==> config.mk <==
export PLATFORM = sky130hd
export DESIGN_NAME = sclClockGen
export DESIGN_NICKNAME = d
export VERILOG_FILES = /design/src/rtl/sclPkg.sv /design/src/rtl/sclDatapath.sv /design/src/rtl/sclControl.sv /design/src/rtl/sclClockGen.sv
export SDC_FILE = /design/constraint.sdc
export NUM_CORES = 1
export LEC_CHECK = 0
export BUFFER_PORTS_ARGS = -buffer_cell sky130_fd_sc_hd__buf_2
export CORE_ASPECT_RATIO = 0.8
export CORE_UTILIZATION = 40
export DETAILED_ROUTE_END_ITERATION = 10
export SLEW_MARGIN = 10
export SYNTH_ARGS = -nofsm -noshare
export SYNTH_HDL_FRONTEND = slang
export SYNTH_SLANG_ARGS = --single-unit
==> constraint.sdc <==
create_clock -name clk -period 3.85 [get_ports clk]
set_clock_uncertainty 0.15 [all_clocks]
set_input_delay 0.1925 -clock clk [delete_from_list [all_inputs] [get_ports clk]]
set_output_delay 0.1925 -clock clk [all_outputs]
set_load 0.02 [all_outputs]
==> src/rtl/sclPkg.sv <==
package sclPkg;
  typedef enum logic [2:0] {
    PH_IDLE = 3'd0,
    PH_LOW  = 3'd1,
    PH_RISE = 3'd2,
    PH_HIGH = 3'd3,
    PH_FALL = 3'd4
  } phase_t;

  // Strobes from control into the datapath
  typedef struct packed {
    logic load;  // capture configuration into phase lengths
    logic clr;   // zero the phase counter
    logic inc;   // advance the phase counter
  } sclStrb_t;
endpackage

==> src/rtl/sclDatapath.sv <==
module sclDatapath
  import sclPkg::*;
#(
  parameter int DIV_W    = 8,
  parameter int DIV_IN_W = DIV_W + 2,
  parameter int OVH_LH   = 4,
  parameter int OVH_HL   = 4,
  parameter int LEN_W    = DIV_W + 4
) (
  input  logic                clk,
  input  logic                rstN,
  input  logic [1:0]          ratioSel,
  input  logic [DIV_IN_W-1:0] divIn,
  input  logic                slaveMode,
  input  sclStrb_t            strb,
  output logic                atLowEnd,
  output logic                atHighEnd,
  output logic                atLhEnd,
  output logic                atHlEnd,
  output logic                atZero,
  output logic                atMid
);
  localparam logic [DIV_IN_W-1:0] DIV_MAX = DIV_IN_W'((1 << DIV_W) - 1);

  logic [DIV_W-1:0] divClamp, divEff;
  logic [3:0]       nLow, nHigh;
  logic [LEN_W-1:0] scale, lowNext, highNext;
  logic [LEN_W-1:0] lowLen, highLen, cnt;

  always_comb begin
    divClamp = (divIn > DIV_MAX) ? DIV_MAX[DIV_W-1:0] : divIn[DIV_W-1:0];
    divEff   = (slaveMode && divClamp == '0) ? DIV_W'(1) : divClamp;
    case (ratioSel)
      2'd1:    begin nLow = 4'd6;  nHigh = 4'd3; end
      2'd2:    begin nLow = 4'd11; nHigh = 4'd6; end
      default: begin nLow = 4'd4;  nHigh = 4'd4; end
    endcase
    scale    = LEN_W'(divEff) + LEN_W'(1);
    lowNext  = LEN_W'(nLow) * scale;
    highNext = LEN_W'(nHigh) * scale;
  end

  always_ff @(posedge clk or negedge rstN) begin
    if (!rstN) begin
      lowLen  <= '0;
      highLen <= '0;
      cnt     <= '0;
    end else begin
      if (strb.load) begin
        lowLen  <= lowNext;
        highLen <= highNext;
      end
      if (strb.clr)      cnt <= '0;
      else if (strb.inc) cnt <= cnt + LEN_W'(1);
    end
  end

  assign atLowEnd  = (cnt == lowLen - LEN_W'(1));
  assign atHighEnd = (cnt == highLen - LEN_W'(1));
  assign atLhEnd   = (cnt == LEN_W'(OVH_LH - 1));
  assign atHlEnd   = (cnt == LEN_W'(OVH_HL - 1));
  assign atZero    = (cnt == '0);
  assign atMid     = (cnt == (highLen >> 1));

  AST_SLAVE_MIN_DIV: assert property (@(posedge clk) disable iff (!rstN)
    (strb.load && slaveMode) |=> (highLen >= LEN_W'(6)));
  AST_DIV_CLAMPED: assert property (@(posedge clk) disable iff (!rstN)
    strb.load |=> (highLen <= LEN_W'(6) * (LEN_W'(DIV_MAX) + LEN_W'(1))));
  AST_CLR_INC_EXCL: assert property (@(posedge clk) disable iff (!rstN)
    !(strb.clr && strb.inc));
endmodule

==> src/rtl/sclControl.sv <==
module sclControl
  import sclPkg::*;
(
  input  logic     clk,
  input  logic     rstN,
  input  logic     enable,
  input  logic     sclIn,
  input  logic     atLowEnd,
  input  logic     atHighEnd,
  input  logic     atLhEnd,
  input  logic     atHlEnd,
  input  logic     atZero,
  input  logic     atMid,
  output sclStrb_t strb,
  output logic     sclOe,
  output logic     fallStb,
  output logic     riseStb,
  output logic     midHighStb
);
  phase_t phase, phaseNext;

  always_comb begin
    phaseNext = phase;
    strb      = '0;
    if (!enable) begin
      phaseNext = PH_IDLE;
      strb.clr  = 1'b1;
    end else begin
      case (phase)
        PH_IDLE: begin
          phaseNext = PH_LOW;
          strb.load = 1'b1;
          strb.clr  = 1'b1;
        end
        PH_LOW: begin
          if (atLowEnd) begin phaseNext = PH_RISE; strb.clr = 1'b1; end
          else strb.inc = 1'b1;
        end
        PH_RISE: begin
          if (sclIn) begin
            if (atLhEnd) begin phaseNext = PH_HIGH; strb.clr = 1'b1; end
            else strb.inc = 1'b1;
          end
        end
        PH_HIGH: begin
          if (atHighEnd) begin phaseNext = PH_FALL; strb.clr = 1'b1; end
          else strb.inc = 1'b1;
        end
        PH_FALL: begin
          if (atHlEnd) begin
            phaseNext = PH_LOW;
            strb.clr  = 1'b1;
            strb.load = 1'b1;
          end else strb.inc = 1'b1;
        end
        default: begin
          phaseNext = PH_IDLE;
          strb.clr  = 1'b1;
        end
      endcase
    end
  end

  always_ff @(posedge clk or negedge rstN) begin
    if (!rstN) phase <= PH_IDLE;
    else       phase <= phaseNext;
  end

  assign sclOe      = (phase == PH_LOW);
  assign fallStb    = (phase == PH_LOW) && atZero;
  assign riseStb    = (phase == PH_HIGH) && atZero;
  assign midHighStb = (phase == PH_HIGH) && atMid;

  AST_IDLE_WHEN_OFF: assert property (@(posedge clk) disable iff (!rstN)
    !enable |=> (phase == PH_IDLE && !sclOe));
  AST_STRETCH_HOLD: assert property (@(posedge clk) disable iff (!rstN)
    (enable && phase == PH_RISE && !sclIn) |=> (phase == PH_RISE));
  AST_RISE_AFTER_LINE: assert property (@(posedge clk) disable iff (!rstN)
    riseStb |-> $past(sclIn));
  AST_STRB_EXCL: assert property (@(posedge clk) disable iff (!rstN)
    $onehot0({fallStb, riseStb, midHighStb}));
  AST_FALL_AT_DRIVE: assert property (@(posedge clk) disable iff (!rstN)
    $rose(sclOe) |-> fallStb);
endmodule

==> src/rtl/sclClockGen.sv <==
module sclClockGen
  import sclPkg::*;
#(
  parameter int DIV_W = 8,
  parameter int OVH   = 8
) (
  input  logic             clk,
  input  logic             rstN,
  input  logic             enable,
  input  logic [1:0]       ratioSel,
  input  logic [DIV_W+1:0] divIn,
  input  logic             slaveMode,
  input  logic             sclIn,
  output logic             sclOe,
  output logic             fallStb,
  output logic             riseStb,
  output logic             midHighStb
);
  localparam int OVH_EFF = (OVH < 4) ? 4 : OVH;
  localparam int OVH_LH  = OVH_EFF / 2;
  localparam int OVH_HL  = OVH_EFF - OVH_LH;
  localparam int LEN_W   = DIV_W + 4;

  sclStrb_t strb;
  logic atLowEnd, atHighEnd, atLhEnd, atHlEnd, atZero, atMid;

  sclDatapath #(
    .DIV_W(DIV_W), .DIV_IN_W(DIV_W + 2),
    .OVH_LH(OVH_LH), .OVH_HL(OVH_HL), .LEN_W(LEN_W)
  ) uDp (
    .clk(clk), .rstN(rstN), .ratioSel(ratioSel), .divIn(divIn),
    .slaveMode(slaveMode), .strb(strb),
    .atLowEnd(atLowEnd), .atHighEnd(atHighEnd), .atLhEnd(atLhEnd),
    .atHlEnd(atHlEnd), .atZero(atZero), .atMid(atMid)
  );

  sclControl uCtl (
    .clk(clk), .rstN(rstN), .enable(enable), .sclIn(sclIn),
    .atLowEnd(atLowEnd), .atHighEnd(atHighEnd), .atLhEnd(atLhEnd),
    .atHlEnd(atHlEnd), .atZero(atZero), .atMid(atMid),
    .strb(strb), .sclOe(sclOe), .fallStb(fallStb),
    .riseStb(riseStb), .midHighStb(midHighStb)
  );
endmodule

==> results by group, run 1 <==
Route
  • DR top layer: met4
  • WL met3: 351 um
  • DR iter-0 viols: 155
  • Via density: 5.18
  • Routed wl met2: 5720 um
  • Routed Antenna Nets: 0
  • DR vias: 4167
  • First drt pass iteration count: 4
  • Wire length per cell: 14.7 um
  • M1 WL: 5570 um
  • Drc violations: 0
  • Total Wirelength: 11800 um

Placement
  • PortBufs: 20
  • DP HPWL: 9230 um
  • Placer Congestion: 0.991
  • Dpl cells: 781
  • Placed Area: 0.00544 mm2

Worst setup path
  • Crit path required time: 3.87 ns
  • Worst reg-to-reg path cell count: 11
  • Worst Path Arrival: 3.99 ns
  • Largest fanout on the critical path: 3
  • Max incr delay on CP: 0.49 ns
  • Reg2Reg Setup Slack: 0.39 ns
  • Crit Path Class: input port to register
  • Worst r2r dst: uDp.cnt[10]$_DFFE_PN0P_
  • Setup crit end kind: register
  • Worst path slowest cell: fa_1
  • Critical R2R Launch: uDp.highLen[1]$_DFFE_PN0P_
  • Worst path cell trace: buf_6 > or2_4 > a211o_4 > ha_4 > xnor2_4 > nand2b_4 > fa_1 > inv_2 > ha_4 > xor2_2 > inv_1 > ha_1 > a21o_1 > a21o_1 > a21oi_2 > o21bai_1 > a21o_1 > a31o_2 > a21oi_2 > xnor2_1 > mux2_4
  • Crit path top cell by count: a21o_1
  • CP startpoint kind: input port

Pwr
  • PwrDens: 313 mW/mm2
  • Switching Power: 0.722 mW
  • Pint: 1.13 mW
  • Power share of the clock group: 22.6%
  • Worst VDD drop: 0.000174 V
  • Seq pwr share: 31.6%
  • Net Sw Frac: 39.0%
  • Combinational power share: 45.7%
  • Leak: 2.78 nW

STA
  • Setup ws final: -0.118 ns
  • Worst rel slew slack: 39.7%
  • Endpoints failing setup: 3
  • Final Max Tran Viols: 0
  • Min cycle time layout: 3.97 ns
  • Unrepaired setup endpoints after global routing: yes
  • Least-Margin Pin Slew: 0.904 ns
  • Final Cycle Share: 103%
  • Max Freq: 0.252 GHz
  • Final Hold Violating Endpoints: 0

Clock network
  • Worst-path clk slew: 0.07 ns
  • CTS tree: built
  • CTS max path bufs: 2
  • H-tree depth: 2
  • CTS buffer count: 5
  • CTS Root Cell: clkbuf_16
  • Clk_lat worst skew: 0.29 ns
  • Sink Count: 39

Logic synthesis
  • Synth Area in Adders: 17.8%
  • Syn nets: 639
  • Synthesized area per cell: 8.34 um2
  • Main combinational cell family by area after synthesis: simple AND/OR/NAND/NOR gates
  • Async SR Flop Fraction: 100%
  • Compound-Gate Fraction of Synth Area: 14.9%
  • Post-Synth Simple-Gate Area: 22.8%
  • Primary FF master, synth: dfrtp_1
  • Synthesis-stage register bit count: 39
  • Mapped Cells: 566
  • Synth Area in XOR/XNOR: 13.5%
  • Seq/Total Area, Yosys: 20.7%
  • Post-Syn Area: 0.00472 mm2
  • Post-synthesis mux area share: 1.62%
  • Number of synthesized flops with an enable pin: 0
  • Yosys cell types: 71
  • Synth warn: 0

Global routing
  • Initial antenna violation count: 0
  • Total congestion overflow: 0
  • GRT Resource Usage Total: 19.9%
  • Global-route wire length before repair: 19200 um
  • Vias in the first global route: 4011
  • Maximum number of pins on one net before global-route repair: 40

Hold path
  • Hold Path Depth: 3
  • Hold EP: uCtl.phase[0]$_DFFE_PN0P_
  • Hold Startpoint: enable
  • Hold WC Path Type: input port to register

Cells and area
  • Most frequent cells in the layout: buf_4, inv_1, nor2_1
  • Layout cell share with drive strength beyond 1: 29.0%
  • Commonest non-fill, non-tap cell in the layout: buf_4
  • Fin cells: 804
  • Antenna cell count: 0
  • Layout fillers: 1081
  • Cell area after layout: 0.00591 mm2
  • Layout Nets: 728
  • Synth-to-Final Area Change: 25.2%

Die
  • Row count: 35
  • Chip width: 123 um
  • Chip height: 99.2 um
  • Initial Utilization: 41.0%
  • Core area: 0.0115 mm2
  • Num ports: 21
  • Die ar.: 0.0122 mm2

Run status
  • Outcome: complete, but fails checks
  • Failing checks: negative setup slack

Flow run
  • Max cap viols: 0
==> per-layer routing <==
metal	GRT usage (%)	up-vias
li1	-	2110
met1	27.2	1966
met2	32.8	74
met3	2.87	17
met4	5.38	0
met5	0	-
==> power by group through the flow <==
stage	Sequential (mW)	Combinational (mW)	Clock [mW]
final	0.586	0.847	0.419
after global routing	0.600	0.937	0.440
after CTS	0.585	0.793	0.424
after detailed placement	0.593	0.779	0
after global placement	0.589	0.754	0
after floorplan	0.519	0.639	0
==> worst max path at each step <==
stage                         from                         end  slack (ns)
after floorplan           divIn[9]  uDp.lowLen[11]$_DFFE_PN0P_       -0.42
after global placement    divIn[9]  uDp.lowLen[11]$_DFFE_PN0P_       -0.41
after detailed placement  divIn[9]  uDp.lowLen[11]$_DFFE_PN0P_       -0.48
after CTS                 divIn[9]  uDp.lowLen[11]$_DFFE_PN0P_       -0.16
after global routing      divIn[9]  uDp.lowLen[11]$_DFFE_PN0P_       -0.32
final                     divIn[9]  uDp.lowLen[11]$_DFFE_PN0P_       -0.12
==> cells in the mapped netlist, types with 3 or more instances <==
master    count  area [um2]
a21oi_1      19        95.1
ha_1         39         488
nor2_1       46         173
or3_1        10        62.6
nor3b_1       3        22.5
buf_2         5        25.0
clkbuf_1     14        52.6
nor3_1       18        90.1
o21ai_0      26         130
a31o_2        3        26.3
a22oi_1       3        22.5
nand3_1      13        65.1
or2_2         5        31.3
mux2_2        5        56.3
nor4_1        8        50.1
inv_1        58         218
o31ai_1       3        22.5
a31oi_1       3        18.8
nor2b_1       4        25.0
dfrtp_1      39         976
a21o_1       11        82.6
xor2_1       28         245
xnor2_1      45         394
and3_1        5        31.3
clkbuf_8      4        55.1
nand2b_1     14        87.6
nand3b_1      4        30.0
a211oi_1      6        45.0
fa_1         17         340
nand4_1      10        62.6
nand2_1      46         173
==> cells by family (layout without fill, tap and decap cells) <==
family          count (synthesis)  after routing
mux                             7              7
xor+xnor                       73             73
buf+inv                        88            178
fa+ha+maj                      57             57
flops                          39             39
simple gates                  203            203
compound gates                 99             99
==> through the flow <==
step	utilization, %	total power [mW]	hold WS, ns	setup WS, ns	TNS, ns
CTS	49.0	1.80	0.104	-0.157	-0.204
floorplan	-	1.16	-0.253	-0.415	-0.939
detailed placement	47.3	1.37	0.226	-0.479	-2.04
finish	51.3	1.85	0.104	-0.118	-0.156
global route	51.3	1.98	0.133	-0.318	-1.16
global placement	47.3	1.34	0.225	-0.411	-1.56
==> flip-flops by register name, summed over array words and instances, names as in the netlist <==
register,count
uCtl.phase,3
uDp.cnt,12
uDp.highLen,12
uDp.lowLen,12
==> timing repair <==
action | 4_1_cts | 5_1_grt
hold buffers | 1 | 0
pin swaps | 4 | 35
setup endpoints to repair | 3 | 9
gates resized for setup | 6 | 49
endpoints found under the hold margin | 39 | 0
setup buffers | 4 | 14
==> worst max-delay path, delay by kind of cell <==
| kind | cells | cell delay [ns] |
|---|---|---|
| AND/OR/NAND/NOR | 2 | 0.33 |
| AO/OA/AOI/OAI | 8 | 1.38 |
| buffers and inverters | 3 | 0.20 |
| adder cells (fa/ha/maj) | 4 | 1.23 |
| multiplexers | 1 | 0.26 |
| XOR/XNOR | 3 | 0.41 |
==> cell type report <==
cell class | instances | area, um2 | share of cell area [%]
sequential | 39 | 976 | 16.5
inverter | 58 | 218 | 3.68
timing repair buffer | 112 | 821 | 13.9
clock inverter | 3 | 20.0 | 0.339
clock buffer | 5 | 125 | 2.12
multi-input combinational | 439 | 3560 | 60.3
tap | 148 | 185 | 3.13
No activity file was read; power rests on OpenSTA's default activity.
==> inputs of run 2 (changes only) <==
RECOVER_POWER = 25   (was default)
==> run 2 against run 1 <==
  * Via count stayed put
  * The run ends with max-capacitance violations, max-slew violations, negative setup slack left
  * Total power hardly changed
  * Clock power hardly changed
  * Critical endpoint unchanged
  * Utilization hardly changed
  * Global-route usage stayed put
  * Non-clock buffer count stayed put
  * Routed wire length stayed put
  * Flip-flop and latch count stayed put
  * Sequential share of layout area hardly changed
  * Die area stayed put
  * Final cell count stayed put
  * Final area hardly changed
==> results by group, run 2 (synthesis gave the netlist of run 1 again) <==
Run status
  • Outcome: complete, but fails checks
  • Failing checks: max-capacitance violations, max-slew violations, negative setup slack

Worst setup path
  • Worst reg-to-reg path cell count: 11 (unchanged)
  • Max incr delay on CP: 0.49 ns (about the same)
  • CP Launch Point: divIn[9]
  • Crit path top cell by count: a21o_1
  • Crit path required time: 3.87 ns (about the same)
  • Worst path cell trace: buf_6 > or2_4 > a211o_4 > ha_4 > xnor2_4 > nand2b_4 > fa_1 > inv_2 > ha_4 > xor2_2 > inv_1 > ha_1 > a21o_1 > a21o_1 > a21oi_2 > o21bai_1 > a21o_1 > a31o_2 > a21oi_2 > xnor2_1 > mux2_4
  • Reg2Reg Setup Slack: 0.39 ns (about the same)
  • Setup crit end kind: register
  • Setup crit end: uDp.lowLen[11]$_DFFE_PN0P_
  • Worst path slowest cell: fa_1
  • Critical R2R Launch: uDp.highLen[1]$_DFFE_PN0P_
  • Worst Path Arrival: 3.99 ns (about the same)
  • Crit Path Class: input port to register
  • Worst r2r dst: uDp.cnt[10]$_DFFE_PN0P_
  • Largest fanout on the critical path: 3 (unchanged)
  • CP startpoint kind: input port

Route
  • Routed Antenna Nets: 0 (unchanged)
  • DR iter-0 viols: 155 (unchanged)
  • First drt pass iteration count: 4 (unchanged)
  • Wire length per cell: 14.7 um (unchanged)
  • Drc violations: 0 (unchanged)
  • DR vias: 4167 (unchanged)
  • Via density: 5.18 (unchanged)
  • Total Wirelength: 11800 um (unchanged)

Placement
  • Placer Congestion: 0.991 (unchanged)
  • DP HPWL: 9230 um (unchanged)
  • PortBufs: 20 (unchanged)
  • Placed Area: 0.00544 mm2 (unchanged)

STA
  • Max Freq: 0.252 GHz (unchanged)
  • Final Cycle Share: 103% (about the same)
  • Least-Margin Pin Slew: 2.18 ns (+1.28 ns)
  • WHS: 0.104 ns (+0.00000100 ns)
  • Endpoints failing setup: 3 (unchanged)
  • Min cycle time layout: 3.97 ns (+0.00000100 ns)
  • Final Max Tran Viols: 40 (+40)
  • Final Hold Violating Endpoints: 0 (unchanged)
  • Worst rel slew slack: -45.7% (-85 points)
  • Unrepaired setup endpoints after global routing: yes
  • Setup ws final: -0.118 ns (-0.00000100 ns)

Cells and area
  • Synth-to-Final Area Change: 25.2% (about the same)
  • Layout fillers: 1082 (+0.093%)
  • Layout Nets: 728 (unchanged)
  • Leading registers by flop count: uDp.cnt (12), uDp.highLen (12), uDp.lowLen (12)
  • Antenna cell count: 0 (unchanged)
  • Area of the multi-input gates: 0.00356 mm2 (unchanged)
  • Layout cell share with drive strength beyond 1: 28.8% (-0.15 points)
  • Most frequent cells in the layout: buf_4, inv_1, nor2_1
  • Cell area after layout: 0.00591 mm2 (about the same)
  • Sequential cell area: 976 um2 (unchanged)
  • Commonest non-fill, non-tap cell in the layout: buf_4

Global routing
  • GRT Resource Usage Total: 19.9% (unchanged)
  • Total congestion overflow: 0 (unchanged)
  • Initial antenna violation count: 0 (unchanged)
  • Global-route wire length before repair: 19200 um (unchanged)
  • Vias in the first global route: 4011 (unchanged)
  • Maximum number of pins on one net before global-route repair: 40 (unchanged)

Pwr
  • Leak: 2.77 nW (about the same)
  • PwrDens: 313 mW/mm2 (about the same)
  • Worst VDD drop: 0.000174 V (about the same)

Flow run
  • Max cap viols: 1 (+1)

Hold path
  • Hold WC Path Type: input port to register
  • Hold Startpoint: enable

Die
  • Core area: 0.0115 mm2 (unchanged)
  • Chip height: 99.2 um (unchanged)
  • Die ar.: 0.0122 mm2 (unchanged)
  • Initial Utilization: 41.0% (unchanged)
  • Chip width: 123 um (unchanged)
  • Num ports: 21 (unchanged)
  • Row count: 35 (unchanged)

Clock network
  • CTS tree: built
  • CTS buffer count: 5 (unchanged)
  • H-tree depth: 2 (unchanged)
  • Worst-path clk slew: 0.07 ns (about the same)
  • Sink Count: 39 (unchanged)
  • CTS Root Cell: clkbuf_16
  • CTS max path bufs: 2 (unchanged)
  • Clk_lat worst skew: 0.29 ns (about the same)
==> run 2: changes by cell type in the layout (fill, tap and decap cells not counted) <==
cell / previous run / this run
clkbuf_1: 0 / 1
buf_2: 18 / 17
==> run 2: per-layer routing <==
metal / global-route usage [%] / part of all wire [%] / vias to the layer above
met5: 0 / 0 / -
met1: 27.2 / 47 / 1966
met3: 2.87 / 3.0 / 17
met2: 32.8 / 48 / 74
met4: 5.38 / 1.7 / 0
li1: - / - / 2110
==> run 2: per-stage QoR <==
| step | std cells | power, mW | setup WS (ns) | setup TNS, ns | utilization (%) |
|---|---|---|---|---|---|
| after floorplan | 566 | 1.16 | -0.415 | -0.939 | - |
| after global placement | 781 | 1.34 | -0.411 | -1.56 | 47.3 |
| after detailed placement | 781 | 1.37 | -0.479 | -2.04 | 47.3 |
| after CTS | 794 | 1.80 | -0.157 | -0.204 | 49.0 |
| after global routing | 804 | 1.98 | -0.318 | -1.16 | 51.3 |
| final | 804 | 1.85 | -0.118 | -0.156 | 51.3 |
==> run 2: repair_timing <==
item	in CTS	in global routing
pin swaps	4	35
setup endpoints to repair	3	9
buffers inserted	4	14
gates resized for setup	6	49
hold buffers	1	0
endpoints found under the hold margin	39	0
==> run 2: critical path: cells and delay by family <==
family	cells	cell delay [ns]
adders and majority gates	4	1.23
and+or+nand+nor	2	0.33
buffers and inverters	3	0.20
AOI/OAI and AO/OA	8	1.38
muxes	1	0.26
xor gates and xnor gates	3	0.41
==> run 2: worst min-delay path by stage <==
stage,endpoint,slack (ns),depth (start not counted)
after floorplan,uCtl.phase[0]$_DFFE_PN0P_,-0.25,0
after CTS,uCtl.phase[0]$_DFFE_PN0P_,0.10,3
final,uCtl.phase[0]$_DFFE_PN0P_,0.10,3
after global routing,uCtl.phase[0]$_DFFE_PN0P_,0.13,3
after global placement,uDp.cnt[7]$_DFFE_PN0P_,0.23,1
after detailed placement,uDp.cnt[7]$_DFFE_PN0P_,0.23,1
==> run 2: layout make-up <==
class                           count  share of cell area [%]
Timing Repair Buffer              112                    13.9
Tap cell                          148                    3.13
Multi-Input combinational cell    439                    60.3
Clock inverter                      3                   0.339
Clock buffer                        5                    2.12
Sequential cell                    39                    16.5
Inverter                           58                    3.69
==> run 2: power by group <==
group	switching, mW	internal (mW)	total (mW)
clock	0.180	0.239	0.419
sequential	0.121	0.465	0.586
combinational	0.421	0.426	0.847
total	0.722	1.13	1.85
